<file path="src/rtl/uart_sr_pkg.sv">
package uart_sr_pkg;
  localparam int BIT_PERR    = 15;
  localparam int BIT_OVR     = 14;
  localparam int BIT_FERR    = 13;
  localparam int BIT_RXFULL  = 12;
  localparam int BIT_TXEMPTY = 11;
  localparam int BIT_CLRERR  = 10;
  localparam int BIT_RIE     = 9;
  localparam int BIT_TIE     = 8;
  localparam int NUM_ERR     = 3;
  localparam int REG_W       = 16;

  typedef struct packed {
    logic selCtl;
    logic selData;
    logic ctlWr;
    logic dataWr;
    logic dataRd;
    logic errClr;
  } busStb_t;
endpackage

</file>
<file path="src/rtl/uart_sr_ctl.sv">
module uart_sr_ctl
  import uart_sr_pkg::*;
#(
  parameter int ADDR_W    = 4,
  parameter int CTL_ADDR  = 0,
  parameter int DATA_ADDR = 1
) (
  input  logic [ADDR_W-1:0] busAddr,
  input  logic              busWe,
  input  logic              busRe,
  input  logic [REG_W-1:0]  busWdata,
  output busStb_t           stb
);
  localparam logic [ADDR_W-1:0] CtlA  = ADDR_W'(CTL_ADDR);
  localparam logic [ADDR_W-1:0] DataA = ADDR_W'(DATA_ADDR);

  always_comb begin
    stb.selCtl  = (busAddr == CtlA);
    stb.selData = (busAddr == DataA);
    stb.ctlWr   = stb.selCtl && busWe;
    stb.dataWr  = stb.selData && busWe;
    stb.dataRd  = stb.selData && busRe;
    stb.errClr  = stb.ctlWr && busWdata[BIT_CLRERR];
  end
endmodule

</file>
<file path="src/rtl/uart_sr_dp.sv">
module uart_sr_dp
  import uart_sr_pkg::*;
#(
  parameter int DATA_W = 8
) (
  input  logic              clk,
  input  logic              rstN,
  input  busStb_t           stb,
  input  logic [REG_W-1:0]  busWdata,
  input  logic              rxStrobe,
  input  logic [DATA_W-1:0] rxByte,
  input  logic              frameErr,
  input  logic              parityErr,
  input  logic              txMove,
  output logic [REG_W-1:0]  statusWord,
  output logic [DATA_W-1:0] rxData,
  output logic [DATA_W-1:0] txData,
  output logic              rxIrq,
  output logic              txIrq
);
  localparam int ErrBase = BIT_FERR;

  logic rxFull, txEmpty, rxIe, txIe;
  logic [NUM_ERR-1:0] errFlag;  // [0]=framing [1]=overrun [2]=parity
  logic [NUM_ERR-1:0] errSet;
  logic acceptRx;

  assign acceptRx = rxStrobe && (!rxFull || stb.dataRd);
  assign errSet   = {parityErr, rxStrobe && rxFull && !stb.dataRd, frameErr};

  always_ff @(posedge clk) begin
    if (!rstN) begin
      rxFull <= 1'b0;
      rxData <= '0;
    end else if (acceptRx) begin
      rxFull <= 1'b1;
      rxData <= rxByte;
    end else if (stb.dataRd) begin
      rxFull <= 1'b0;
    end
  end

  generate
    for (genvar e = 0; e < NUM_ERR; e++) begin : g_err
      always_ff @(posedge clk) begin
        if (!rstN) errFlag[e] <= 1'b0;
        else       errFlag[e] <= (errFlag[e] && !stb.errClr) || errSet[e];
      end
    end
  endgenerate

  always_ff @(posedge clk) begin
    if (!rstN) begin
      txEmpty <= 1'b1;
      txData  <= '0;
    end else if (stb.dataWr) begin
      txEmpty <= 1'b0;
      txData  <= busWdata[DATA_W-1:0];
    end else if (txMove) begin
      txEmpty <= 1'b1;
    end
  end

  always_ff @(posedge clk) begin
    if (!rstN) begin
      rxIe <= 1'b0;
      txIe <= 1'b0;
    end else if (stb.ctlWr) begin
      rxIe <= busWdata[BIT_RIE];
      txIe <= busWdata[BIT_TIE];
    end
  end

  always_comb begin
    statusWord = '0;
    statusWord[ErrBase +: NUM_ERR] = errFlag;
    statusWord[BIT_RXFULL]  = rxFull;
    statusWord[BIT_TXEMPTY] = txEmpty;
    statusWord[BIT_RIE]     = rxIe;
    statusWord[BIT_TIE]     = txIe;
  end

  assign rxIrq = rxIe && (rxFull || (|errFlag));
  assign txIrq = txIe && txEmpty;
endmodule

</file>
<file path="src/rtl/uart_status_front.sv">
module uart_status_front
  import uart_sr_pkg::*;
#(
  parameter int ADDR_W    = 4,
  parameter int DATA_W    = 8,
  parameter int CTL_ADDR  = 0,
  parameter int DATA_ADDR = 1
) (
  input  logic              clk,
  input  logic              rstN,
  input  logic [ADDR_W-1:0] busAddr,
  input  logic              busWe,
  input  logic [15:0]       busWdata,
  input  logic              busRe,
  output logic [15:0]       busRdata,
  input  logic              rxStrobe,
  input  logic [DATA_W-1:0] rxByte,
  input  logic              frameErr,
  input  logic              parityErr,
  input  logic              txMove,
  output logic [DATA_W-1:0] txByte,
  output logic              rxIrq,
  output logic              txIrq
);
  busStb_t stb;
  logic [REG_W-1:0]  statusWord;
  logic [DATA_W-1:0] rxData;

  uart_sr_ctl #(.ADDR_W(ADDR_W), .CTL_ADDR(CTL_ADDR), .DATA_ADDR(DATA_ADDR)) u_ctl (
    .busAddr(busAddr), .busWe(busWe), .busRe(busRe), .busWdata(busWdata), .stb(stb)
  );

  uart_sr_dp #(.DATA_W(DATA_W)) u_dp (
    .clk(clk), .rstN(rstN), .stb(stb), .busWdata(busWdata),
    .rxStrobe(rxStrobe), .rxByte(rxByte), .frameErr(frameErr), .parityErr(parityErr),
    .txMove(txMove), .statusWord(statusWord), .rxData(rxData), .txData(txByte),
    .rxIrq(rxIrq), .txIrq(txIrq)
  );

  always_comb begin
    if (stb.selData)     busRdata = REG_W'(rxData);
    else if (stb.selCtl) busRdata = statusWord;
    else                 busRdata = '0;
  end
endmodule

</file>
<file path="config.mk">
export PLATFORM = sky130hd
export DESIGN_NAME = uart_status_front
export DESIGN_NICKNAME = d
export VERILOG_FILES = /design/src/rtl/uart_sr_pkg.sv /design/src/rtl/uart_sr_ctl.sv /design/src/rtl/uart_sr_dp.sv /design/src/rtl/uart_status_front.sv
export SDC_FILE = /design/constraint.sdc
export NUM_CORES = 1
export LEC_CHECK = 0
export BUFFER_PORTS_ARGS = -buffer_cell sky130_fd_sc_hd__clkbuf_2
export CAP_MARGIN = 0
export CORE_ASPECT_RATIO = 0.7
export CORE_MARGIN = 2
export CORE_UTILIZATION = 48
export CTS_CLUSTER_SIZE = 30
export DETAILED_ROUTE_END_ITERATION = 8
export MAX_ROUTING_LAYER = met4
export PLACE_DENSITY_LB_ADDON = 0.08
export SLEW_MARGIN = 10
export SYNTH_ARGS = -nofsm -noshare
export SYNTH_HDL_FRONTEND = slang
export SYNTH_SLANG_ARGS = --single-unit
</file>
<file path="constraint.sdc">
create_clock -name clk -period 3.5 [get_ports clk]
set_input_delay 0 -clock clk [delete_from_list [all_inputs] [get_ports clk]]
set_output_delay 0 -clock clk [all_outputs]
set_load 0.005 [all_outputs]
</file>
==> results_dict.tcl <==
set metrics [dict create \
    status "finished with violations" \
    first_iter_violations 105 \
    synthMuxAreaShare 0 \
    viasPerCell 5.52 \
    synth_compound_area_frac 0.196 \
    n_fill_cell 220 \
    hold_slack_ns -0.00182 \
    placed_area_um2 1470 \
    setup_tns_ns 0 \
    fin_area_um2 1700 \
    gp_congestion 0.757 \
    start_util 0.504 \
    maxCapViolations 0 \
    postCtsSetupRepairBufs 0 \
    synth_top_family_by_area "simple AND/OR/NAND/NOR gates" \
    ios 62 \
    critical_path_class "primary input to register" \
    hp-class "primary input to register" \
    r2r_slack_ns 2.14 \
    overflow 0 \
    fmax_mhz 667 \
    clk_path_buf_depth 2 \
    yosysSeqAreaShare 0.371 \
    syn_to_final_growth_pct 37.2 \
    yosys.area_share.simple 0.349 \
    synth_xor_area_frac 0 \
    drive_gt1_frac 0.305 \
    clk_pin_slew_ns 0.09 \
    required_ns 3.61 \
    path_max_fanout 26 \
    synthAdderAreaFrac 0 \
    r2r_start "u_dp.rxFull" \
    grt_max_degree 54 \
    setup_viol 0 \
    grt_pass1_vias 1189 \
    end_kind "register" \
    clk_latency_ns 0.27 \
    syn_area_um2 1240 \
    track_usage 0.225 \
    holdPathStages 3 \
    clkSinkCount 23 \
    min_period_over_period 0.429 \
    violations "hold timing" \
    floorplan.rows 15 \
    die_h_um 46.5 \
    setup_ws_ns 2.00 \
    dp_hpwl_um 2170 \
    synth_nets 189 \
    core_area_um2 2460 \
    min_period_ns 1.50 \
    start_kind "primary input" \
    final_antenna_net_count 0 \
    netlist_instances 153 \
    hold_buffers 19 \
    numPortBuffers 55 \
    grt_first_pass_wirelength_um 5000 \
    yosys_warnings 0 \
    post_drt_wl_per_cell_um 13.3 \
    cts_root_buf "clkbuf_8" \
    finalHoldViolCount 2 \
    die_x_um 64.7 \
    numCtsBuffers 3 \
    reg2regPathDepth 4 \
    final_cell_mix "clkbuf_2 (55), nand2_1 (25), dfxtp_1 (23)" \
    placement.setup.worst_slack_ns 1.67 \
    seqCellArea_um2 460 \
    synthDistinctLibCells 24 \
    cts_resized 0 \
    slew_headroom 0.239 \
    cts_max_level 1 \
    final_nets 250 \
    power.leakage_uw 0.000726 \
    via_count 1363 \
    post-route-drc-count 0 \
    worst_pin_slew_ns 1.13 \
    diodes 0 \
    firstDrtPassIters 4 \
    whs_endpoint "u_dp.txEmpty" \
    power.density_nw_per_um2 327 \
    syn_avg_cell_area_um2 8.10 \
    timing.rr.end "u_dp.rxData[2]" \
    slew_viol_final 0 \
    hp-start "txMove" \
    antenna_found_initial 0 \
    fin_skew_ns 0.00331 \
    wl_um 3290 \
    rsz0062_at_grt "no" \
    synth-seq-cells 23 \
    irDropWorstVdd_uv 220 \
    multiInputGateArea_um2 679 \
    dieArea_um2 3010 \
    final_common_cell "clkbuf_2" \
    cts_tree "done" \
    crit_arrival_ns 1.61 \
]
flip-flops by register name, indices dropped and copies added (netlist names):
register	flops
u_dp.rxIe	1
u_dp.statusWord	3
u_dp.rxData	8
u_dp.rxFull	1
u_dp.txData	8
u_dp.txIe	1
u_dp.txEmpty	1
per-stage QoR:
stage / util / power, uW / hold slack (ns) / cells
6_report: 0.692 / 557 / -0.00182 / 247
3_5_place_dp: 0.596 / 375 / 0.200 / 224
5_1_grt: 0.692 / 583 / 0.00635 / 247
4_1_cts: 0.692 / 557 / 0.000104 / 247
2_1_floorplan: - / 346 / 0.109 / 153
3_3_place_gp: 0.596 / 369 / 0.201 / 224
per-layer routing:
metal,wire (um),track usage,vias up
met1,1440,0.243,630
li1,-,-,681
met2,1640,0.423,47
met5,0,-,-
met4,36,0.0809,0
met3,174,0.0440,5
synth_stat cells:
cell	instances	area, um2
and3_1	1	6.26
o41a_1	1	11.3
and2_1	20	125
buf_2	8	40.0
nor3_1	8	40.0
dfxtp_1	23	460
o32ai_1	8	70.1
nor2_1	1	3.75
a311o_2	4	45.0
nand2_1	25	93.8
a311o_1	4	40.0
nand3_1	1	5.00
or4b_1	1	10.0
nor4_1	1	6.26
nor4b_4	1	23.8
buf_1	2	7.51
o22ai_1	1	6.26
clkbuf_1	5	18.8
nand4_1	18	113
conb_1	1	3.75
nor2b_1	1	6.26
buf_4	3	22.5
o21ai_0	14	70.1
buf_6	1	11.3
power breakdown:
part           switching (uW)  internal, uW
Combinational            49.2          49.3
Clock                    90.5          79.7
Sequential               9.35           278
area by class of cell:
| cell class | count | share of cell area |
|---|---|---|
| multi-input cells | 111 | 0.399 |
| repair buffers | 75 | 0.278 |
| flip-flops and latches | 23 | 0.271 |
| well taps | 34 | 0.0250 |
| clock buffers | 3 | 0.0243 |
| clock inverters | 1 | 0.00294 |
worst max path at each step:
stage,from,end,depth (start not counted)
floorplan,u_dp.rxFull,u_dp.rxData[3],5
CTS,busAddr[1],u_dp.txEmpty,4
global placement,busAddr[1],u_dp.txEmpty,4
finish,busAddr[1],u_dp.txEmpty,4
detailed placement,busAddr[1],u_dp.txEmpty,4
global route,busAddr[1],u_dp.txEmpty,4
kinds of logic (layout without fill, tap and decap cells):
| logic type | Yosys count | count (layout) |
|---|---|---|
| other | 1 | 1 |
| and+or+nand+nor | 78 | 78 |
| DFF | 23 | 23 |
| buffers and inverters | 19 | 79 |
| AOI/OAI and AO/OA | 32 | 32 |
critical path: stages:
cell and delay (ns):
clkbuf_2 0.11, nor4b_4 0.96, and2_1 0.39, o21ai_0 0.13
Note: power is estimated with default switching activity, not from simulation.
